==> config.mk <==
export PLATFORM = sky130hd
export DESIGN_NAME = vr_pwr_seq
export DESIGN_NICKNAME = d
export VERILOG_FILES = /design/src/rtl/vrs_pkg.sv /design/src/rtl/vrs_fsm.sv /design/src/rtl/vrs_mode_dec.sv /design/src/rtl/vrs_mask_gen.sv /design/src/rtl/vr_pwr_seq.sv
export SDC_FILE = /design/constraint.sdc
export NUM_CORES = 1
export LEC_CHECK = 0
export BUFFER_PORTS_ARGS = -buffer_cell sky130_fd_sc_hd__buf_2
export CAP_MARGIN = 10
export CORE_MARGIN = 2
export CORE_UTILIZATION = 35
export CTS_BUF_LIST = sky130_fd_sc_hd__clkbuf_4
export CTS_CLUSTER_DIAMETER = 150
export DETAILED_ROUTE_END_ITERATION = 16
export GPL_ROUTABILITY_DRIVEN = 0
export PLACE_DENSITY = 0.58
export SLEW_MARGIN = 20
export SYNTH_ARGS = -nofsm -noshare
export SYNTH_HDL_FRONTEND = slang
export SYNTH_SLANG_ARGS = --single-unit
==> constraint.sdc <==
create_clock -name clk -period 2.9 [get_ports clk]
set_clock_uncertainty 0.2 [all_clocks]
set_input_delay 0.29 -clock clk [delete_from_list [all_inputs] [get_ports clk]]
set_output_delay 0.29 -clock clk [all_outputs]
set_load 0.01 [all_outputs]
==> src/rtl/vrs_pkg.sv <==
package vrs_pkg;

    localparam int DAC_W = 7;
    localparam int SNS_W = 8;

    localparam logic [DAC_W-1:0] BOOT_CODE = 7'd88;
    localparam logic [DAC_W-1:0] DAC_TOP   = 7'd120;
    localparam logic [SNS_W-1:0] SNS_UP    = 8'd80;
    localparam logic [SNS_W-1:0] SNS_GONE  = 8'd16;

    typedef enum logic [2:0] {
        ST_OFF,
        ST_WAIT,
        ST_BOOT,
        ST_CKREL,
        ST_RUN,
        ST_DOWN,
        ST_PARK
    } seq_st_t;

    typedef struct packed {
        logic ph2;
        logic lite;
    } phase_cfg_t;

    function automatic int ns_to_cyc(input int khz, input longint ns);
        longint c;
        c = (longint'(khz) * ns) / 64'd1000000;
        if (c < 1) c = 1;
        return int'(c);
    endfunction

    function automatic int max3(input int a, input int b, input int c);
        int m;
        m = (a > b) ? a : b;
        return (m > c) ? m : c;
    endfunction

    function automatic logic [DAC_W-1:0] code_clamp(input logic [DAC_W-1:0] v);
        return (v > DAC_TOP) ? DAC_TOP : v;
    endfunction

endpackage

==> src/rtl/vrs_fsm.sv <==
module vrs_fsm
    import vrs_pkg::*;
#(
    parameter int START_CYC = 1000,
    parameter int FILT_CYC  = 3650,
    parameter int PG_CYC    = 235000
) (
    input  logic             clk,
    input  logic             rst,
    input  logic             supply_ok,
    input  logic             en,
    input  logic             strap,
    input  logic [SNS_W-1:0] sense,
    output seq_st_t          st,
    output logic             strap_q
);

    localparam int MAXC = max3(START_CYC, FILT_CYC, PG_CYC);
    localparam int CW   = $clog2(MAXC + 1);

    logic [CW-1:0] cnt;
    logic          en_q;
    logic          en_rise;

    assign en_rise = en & ~en_q;

    always_ff @(posedge clk) begin
        if (rst) en_q <= 1'b0;
        else     en_q <= en;
    end

    always_ff @(posedge clk) begin
        if (rst || !supply_ok) begin
            st      <= ST_OFF;
            cnt     <= '0;
            strap_q <= 1'b0;
        end else begin
            case (st)
                ST_OFF, ST_PARK: begin
                    cnt <= '0;
                    if (en_rise) begin
                        st      <= ST_WAIT;
                        strap_q <= strap;
                    end
                end
                ST_WAIT: begin
                    if (!en) begin
                        st  <= ST_OFF;
                        cnt <= '0;
                    end else if (cnt == CW'(START_CYC - 1)) begin
                        st  <= ST_BOOT;
                        cnt <= '0;
                    end else begin
                        cnt <= cnt + 1'b1;
                    end
                end
                ST_BOOT: begin
                    if (!en) begin
                        st  <= ST_DOWN;
                        cnt <= '0;
                    end else if (sense > SNS_UP) begin
                        if (cnt == CW'(FILT_CYC - 1)) begin
                            st  <= ST_CKREL;
                            cnt <= '0;
                        end else begin
                            cnt <= cnt + 1'b1;
                        end
                    end else begin
                        cnt <= '0;
                    end
                end
                ST_CKREL: begin
                    if (!en) begin
                        st  <= ST_DOWN;
                        cnt <= '0;
                    end else if (cnt == CW'(PG_CYC - 1)) begin
                        st  <= ST_RUN;
                        cnt <= '0;
                    end else begin
                        cnt <= cnt + 1'b1;
                    end
                end
                ST_RUN: begin
                    if (!en) st <= ST_DOWN;
                end
                ST_DOWN: begin
                    if (sense < SNS_GONE) st <= ST_PARK;
                end
                default: st <= ST_OFF;
            endcase
        end
    end


    off_hold_chk: assert property (@(posedge clk) disable iff (rst)
        (st == ST_OFF && !en_rise) |=> st == ST_OFF);


    filt_dip_chk: assert property (@(posedge clk) disable iff (rst)
        (st == ST_BOOT && sense <= SNS_UP) |=> st != ST_CKREL);

endmodule

==> src/rtl/vrs_mode_dec.sv <==
module vrs_mode_dec
    import vrs_pkg::*;
(
    input  logic       all_ph,
    input  logic       run,
    input  logic       deep,
    input  logic       full,
    input  logic       one_ph,
    output phase_cfg_t cfg
);

    always_comb begin
        cfg = '0;
        if (all_ph) begin
            cfg.ph2 = ~one_ph;
        end else if (run) begin
            if (deep) begin
                cfg.lite = 1'b1;
            end else if (full) begin
                cfg.ph2 = ~one_ph;
            end
        end
    end

endmodule

==> src/rtl/vrs_mask_gen.sv <==
module vrs_mask_gen #(
    parameter int WIN = 3650
) (
    input  logic clk,
    input  logic rst,
    input  logic clr,
    input  logic arm,
    output logic mask
);

    localparam int CW = $clog2(WIN + 1);

    logic [CW-1:0] left;

    always_ff @(posedge clk) begin
        if (rst || clr)        left <= '0;
        else if (arm)          left <= CW'(WIN);
        else if (left != '0)   left <= left - 1'b1;
    end

    assign mask = (left != '0);


    mask_arm_chk: assert property (@(posedge clk) disable iff (rst)
        (arm && !clr) |=> mask);

endmodule

==> src/rtl/vr_pwr_seq.sv <==
module vr_pwr_seq
    import vrs_pkg::*;
#(
    parameter int CLK_KHZ = 50000
) (
    input  logic       clk,
    input  logic       rst,
    input  logic       supply_ok,
    input  logic       en,
    input  logic       strap_1ph,
    input  logic [6:0] vid,
    input  logic       pstate_deep,
    input  logic       pstate_full,
    input  logic [7:0] sense_code,
    output logic [6:0] tgt_code,
    output logic       slew_fast,
    output logic       clk_en_n,
    output logic       pwr_good,
    output logic       ph2_en,
    output logic       light_load,
    output logic       drv_hiz,
    output logic       dischg_en,
    output logic       flt_mask
);

    localparam int START_CYC = ns_to_cyc(CLK_KHZ, 64'd20000);
    localparam int FILT_CYC  = ns_to_cyc(CLK_KHZ, 64'd73000);
    localparam int PG_CYC    = ns_to_cyc(CLK_KHZ, 64'd4700000);

    seq_st_t    st;
    logic       strap_q;
    logic       deep_q;
    logic       is_run;
    logic       follow_vid;
    phase_cfg_t cfg;

    vrs_fsm #(
        .START_CYC (START_CYC),
        .FILT_CYC  (FILT_CYC),
        .PG_CYC    (PG_CYC)
    ) u_fsm (
        .clk       (clk),
        .rst       (rst),
        .supply_ok (supply_ok),
        .en        (en),
        .strap     (strap_1ph),
        .sense     (sense_code),
        .st        (st),
        .strap_q   (strap_q)
    );

    assign is_run     = (st == ST_RUN);
    assign follow_vid = (st == ST_CKREL) || is_run;

    vrs_mode_dec u_dec (
        .all_ph (st == ST_BOOT || st == ST_CKREL || st == ST_DOWN),
        .run    (is_run),
        .deep   (pstate_deep),
        .full   (pstate_full),
        .one_ph (strap_q),
        .cfg    (cfg)
    );

    always_ff @(posedge clk) begin
        if (rst) deep_q <= 1'b0;
        else     deep_q <= pstate_deep;
    end

    vrs_mask_gen #(
        .WIN (FILT_CYC)
    ) u_mask (
        .clk  (clk),
        .rst  (rst),
        .clr  (!supply_ok),
        .arm  (is_run && pstate_deep && !deep_q),
        .mask (flt_mask)
    );

    always_comb begin
        case (st)
            ST_BOOT:          tgt_code = BOOT_CODE;
            ST_CKREL, ST_RUN: tgt_code = code_clamp(vid);
            default:          tgt_code = '0;
        endcase
    end

    assign slew_fast  = follow_vid;
    assign clk_en_n   = ~follow_vid;
    assign pwr_good   = is_run;
    assign ph2_en     = cfg.ph2;
    assign light_load = cfg.lite;
    assign drv_hiz    = (st == ST_OFF) || (st == ST_WAIT) || (st == ST_PARK);
    assign dischg_en  = (st == ST_PARK);


    supply_drop_chk: assert property (@(posedge clk) disable iff (rst)
        !supply_ok |=> (drv_hiz && !pwr_good && clk_en_n && !ph2_en && !light_load
                        && tgt_code == '0 && !dischg_en && !flt_mask && !slew_fast));


    pg_after_clk_chk: assert property (@(posedge clk) disable iff (rst)
        pwr_good |-> !clk_en_n);


    lite_one_ph_chk: assert property (@(posedge clk) disable iff (rst)
        light_load |-> !ph2_en);


    park_chk: assert property (@(posedge clk) disable iff (rst)
        dischg_en |-> (drv_hiz && tgt_code == '0));


    tgt_range_chk: assert property (@(posedge clk) disable iff (rst)
        tgt_code <= DAC_TOP);


    strap_chk: assert property (@(posedge clk) disable iff (rst)
        strap_q |-> !ph2_en);

endmodule

==> out/qor.csv <==
metric;value;unit
numPortBuffers;36;
clk_pin_slew;0.12;ns
grt_pass1_wl;7910;um
syn_nets;289;
timing.final.crit_share;94.1;%
start_util;36.7;%
synth-seq-cells;36;
wl_per_cell;11.9;um
antenna_cells;0;
max_stage_delay;0.64;ns
drtPass1Iterations;4;
drv_cap;0;
htreeDepth;2;
rows;27;
dp_hpwl;3350;um
synthArstFlopShare;0;%
routed-via-count;1870;
drtIter0Drc;119;
cp_slowest_cell;or4_1;
critPathLaunchType;register;
grt_max_degree;17;
num-fill-cells;577;
rsz0062_at_grt;no;
cts.sinks;36;
crit_fanout;8;
yosysWarnings;0;
ant_nets;0;
dieArea;6430;um2
ys_types;43;
ir_drop;375;uV
synth_cells;263;
power;1.36;mW
finalSetupViolCount;0;
power.density;567;nW/um2
core;5540;um2
muxShareOfSynthArea;0.493;%
fin_tns_setup;0;ns
synth-simple-area-share;33.3;%
routed_wl;4490;um
cts_tree;done;
area_delta_synth_final;17.9;%
worstPathRequired;2.41;ns
synth_adder_area_share;2.46;%
finalNetCount;330;
hold_violations;0;
syn_area_per_cell;7.72;um2
drc;0;
relSlewSlack;63.8;%
critPathKind;register to output port;
cts_resized;0;
post_cts_buffers;0;
grt_pass1_vias;1793;
cts-buffers-inserted;5;
hp-class;primary input to register;
final_common_cell;nor2_1;
track_usage;15.3;%
cts_hold_buf;3;
viasPerCell;4.96;
maxSlewViolCount;0;
layout_common_cells;nor2_1, nand2_1, dfxtp_1, buf_2, xor2_1;
clkLatencyLatePin;0.35;ns
synth_seq_area_share;35.5;%
tightest_slew;0.539;ns
synth_compound_area_share;14.3;%
status;finished clean;
cts_buffer_depth;2;
ys.flop_type;dfxtp_1;
synth_top_family_by_area;simple AND/OR/NAND/NOR gates;
p_leak;0.971;nW
layout-drive-gt1-share;17.4;%
worst_ep_arrival_time;2.24;ns
antenna_found_initial;0;
fin_crit;2.73;ns
die_h;80.2;um
cts_root_buf;clkbuf_4;
fp.dieW;80.2;um
overflow;0;
ios;37;
cp-end-kind;output port;
crit_path_cell_trace;or4_1 > nor4_1 > nand3_1 > buf_2;
synth_edf_count;0;
synth_xor_area_share;10.4;%
synth_area;2030;um2
max_freq;366;MHz
==> final timing paths <==
kind / slack [ns] / cells after the start / start / endpoint
min reg2reg: 0.29 / 2 / u_fsm.cnt[16] / u_fsm.cnt[16]
min: 0.05 / 2 / en / u_fsm.en_q
max: 0.17 / 4 / u_mask.left[2] / flt_mask
max reg2reg: 0.36 / 7 / u_fsm.cnt[6] / u_fsm.cnt[10]
==> cell type report <==
| cell class | instances | area (um2) | share of cell area [%] |
|---|---|---|---|
| Timing Repair Buffer | 42 | 233 | 9.72 |
| Clock inverter | 3 | 42.5 | 1.78 |
| Tap cell | 72 | 90.1 | 3.76 |
| Inverter | 9 | 33.8 | 1.41 |
| Sequential cell | 36 | 721 | 30.1 |
| Multi-Input combinational cell | 210 | 1240 | 51.7 |
| Clock buffer | 5 | 37.5 | 1.57 |
==> cells in the mapped netlist, types with 2 or more instances <==
cell,instances,area (um2)
a21oi_1,10,50.1
and3_1,6,37.5
a211oi_1,2,15.0
dfxtp_1,36,721
nor3_1,7,35.0
nand2b_1,5,31.3
nor4_1,5,31.3
o211ai_1,4,30.0
clkbuf_1,6,22.5
inv_1,9,33.8
nor2b_1,6,37.5
xor2_1,13,114
nand4_1,5,31.3
o21bai_1,2,15.0
or3_1,2,12.5
o21ai_0,12,60.1
a31oi_1,2,12.5
o41ai_1,2,17.5
nand3_1,9,45.0
and2_1,7,43.8
nor2_1,38,143
or4_1,4,30.0
nand2_1,37,139
ha_1,4,50.1
xnor2_1,11,96.3
nand3b_1,2,15.0
==> metrics by stage <==
step                instance area, um2  std cells  util, %  hold WS, ns  setup slack (ns)
CTS                               2390        377     43.2       0.0386             0.156
detailed placement                2280        366     41.2        0.278             0.383
global route                      2390        377     43.2       0.0422            0.0153
global placement                  2280        366     41.2        0.281             0.460
finish                            2390        377     43.2       0.0519             0.171
floorplan                         2030        263        -        0.162             0.604
==> worst max-delay path: cells and delay by family, from the launching register on <==
kind | cells | cell delay, ns
buffers and inverters | 1 | 0.24
flip-flops | 1 | 0.37
AND/OR/NAND/NOR | 3 | 1.28
==> registers in the layout, summed over array words and instances (netlist names) <==
signal         cells
u_fsm.cnt         18
u_fsm.st           3
deep_q             1
u_mask.left       12
u_fsm.strap_q      1
u_fsm.en_q         1
==> layer usage <==
metal | share of wire (%) | track usage [%]
met5 | 0 | 0
met4 | 1.2 | 5.08
met3 | 4.4 | 3.37
met2 | 46 | 23.8
met1 | 48 | 20.8
==> cell families after synthesis <==
logic type | Yosys count
AO/OA/AOI/OAI | 43
adder cells (fa/ha/maj) | 4
AND/OR/NAND/NOR | 138
multiplexers | 1
buffers and inverters | 17
XOR/XNOR | 24
flip-flops | 36
==> report_power, final <==
group | internal, mW | total, mW | switching, mW
registers | 0.533 | 0.563 | 0.0300
clock network | 0.180 | 0.357 | 0.178
logic | 0.202 | 0.438 | 0.236
(Power assumes the default switching activity.)
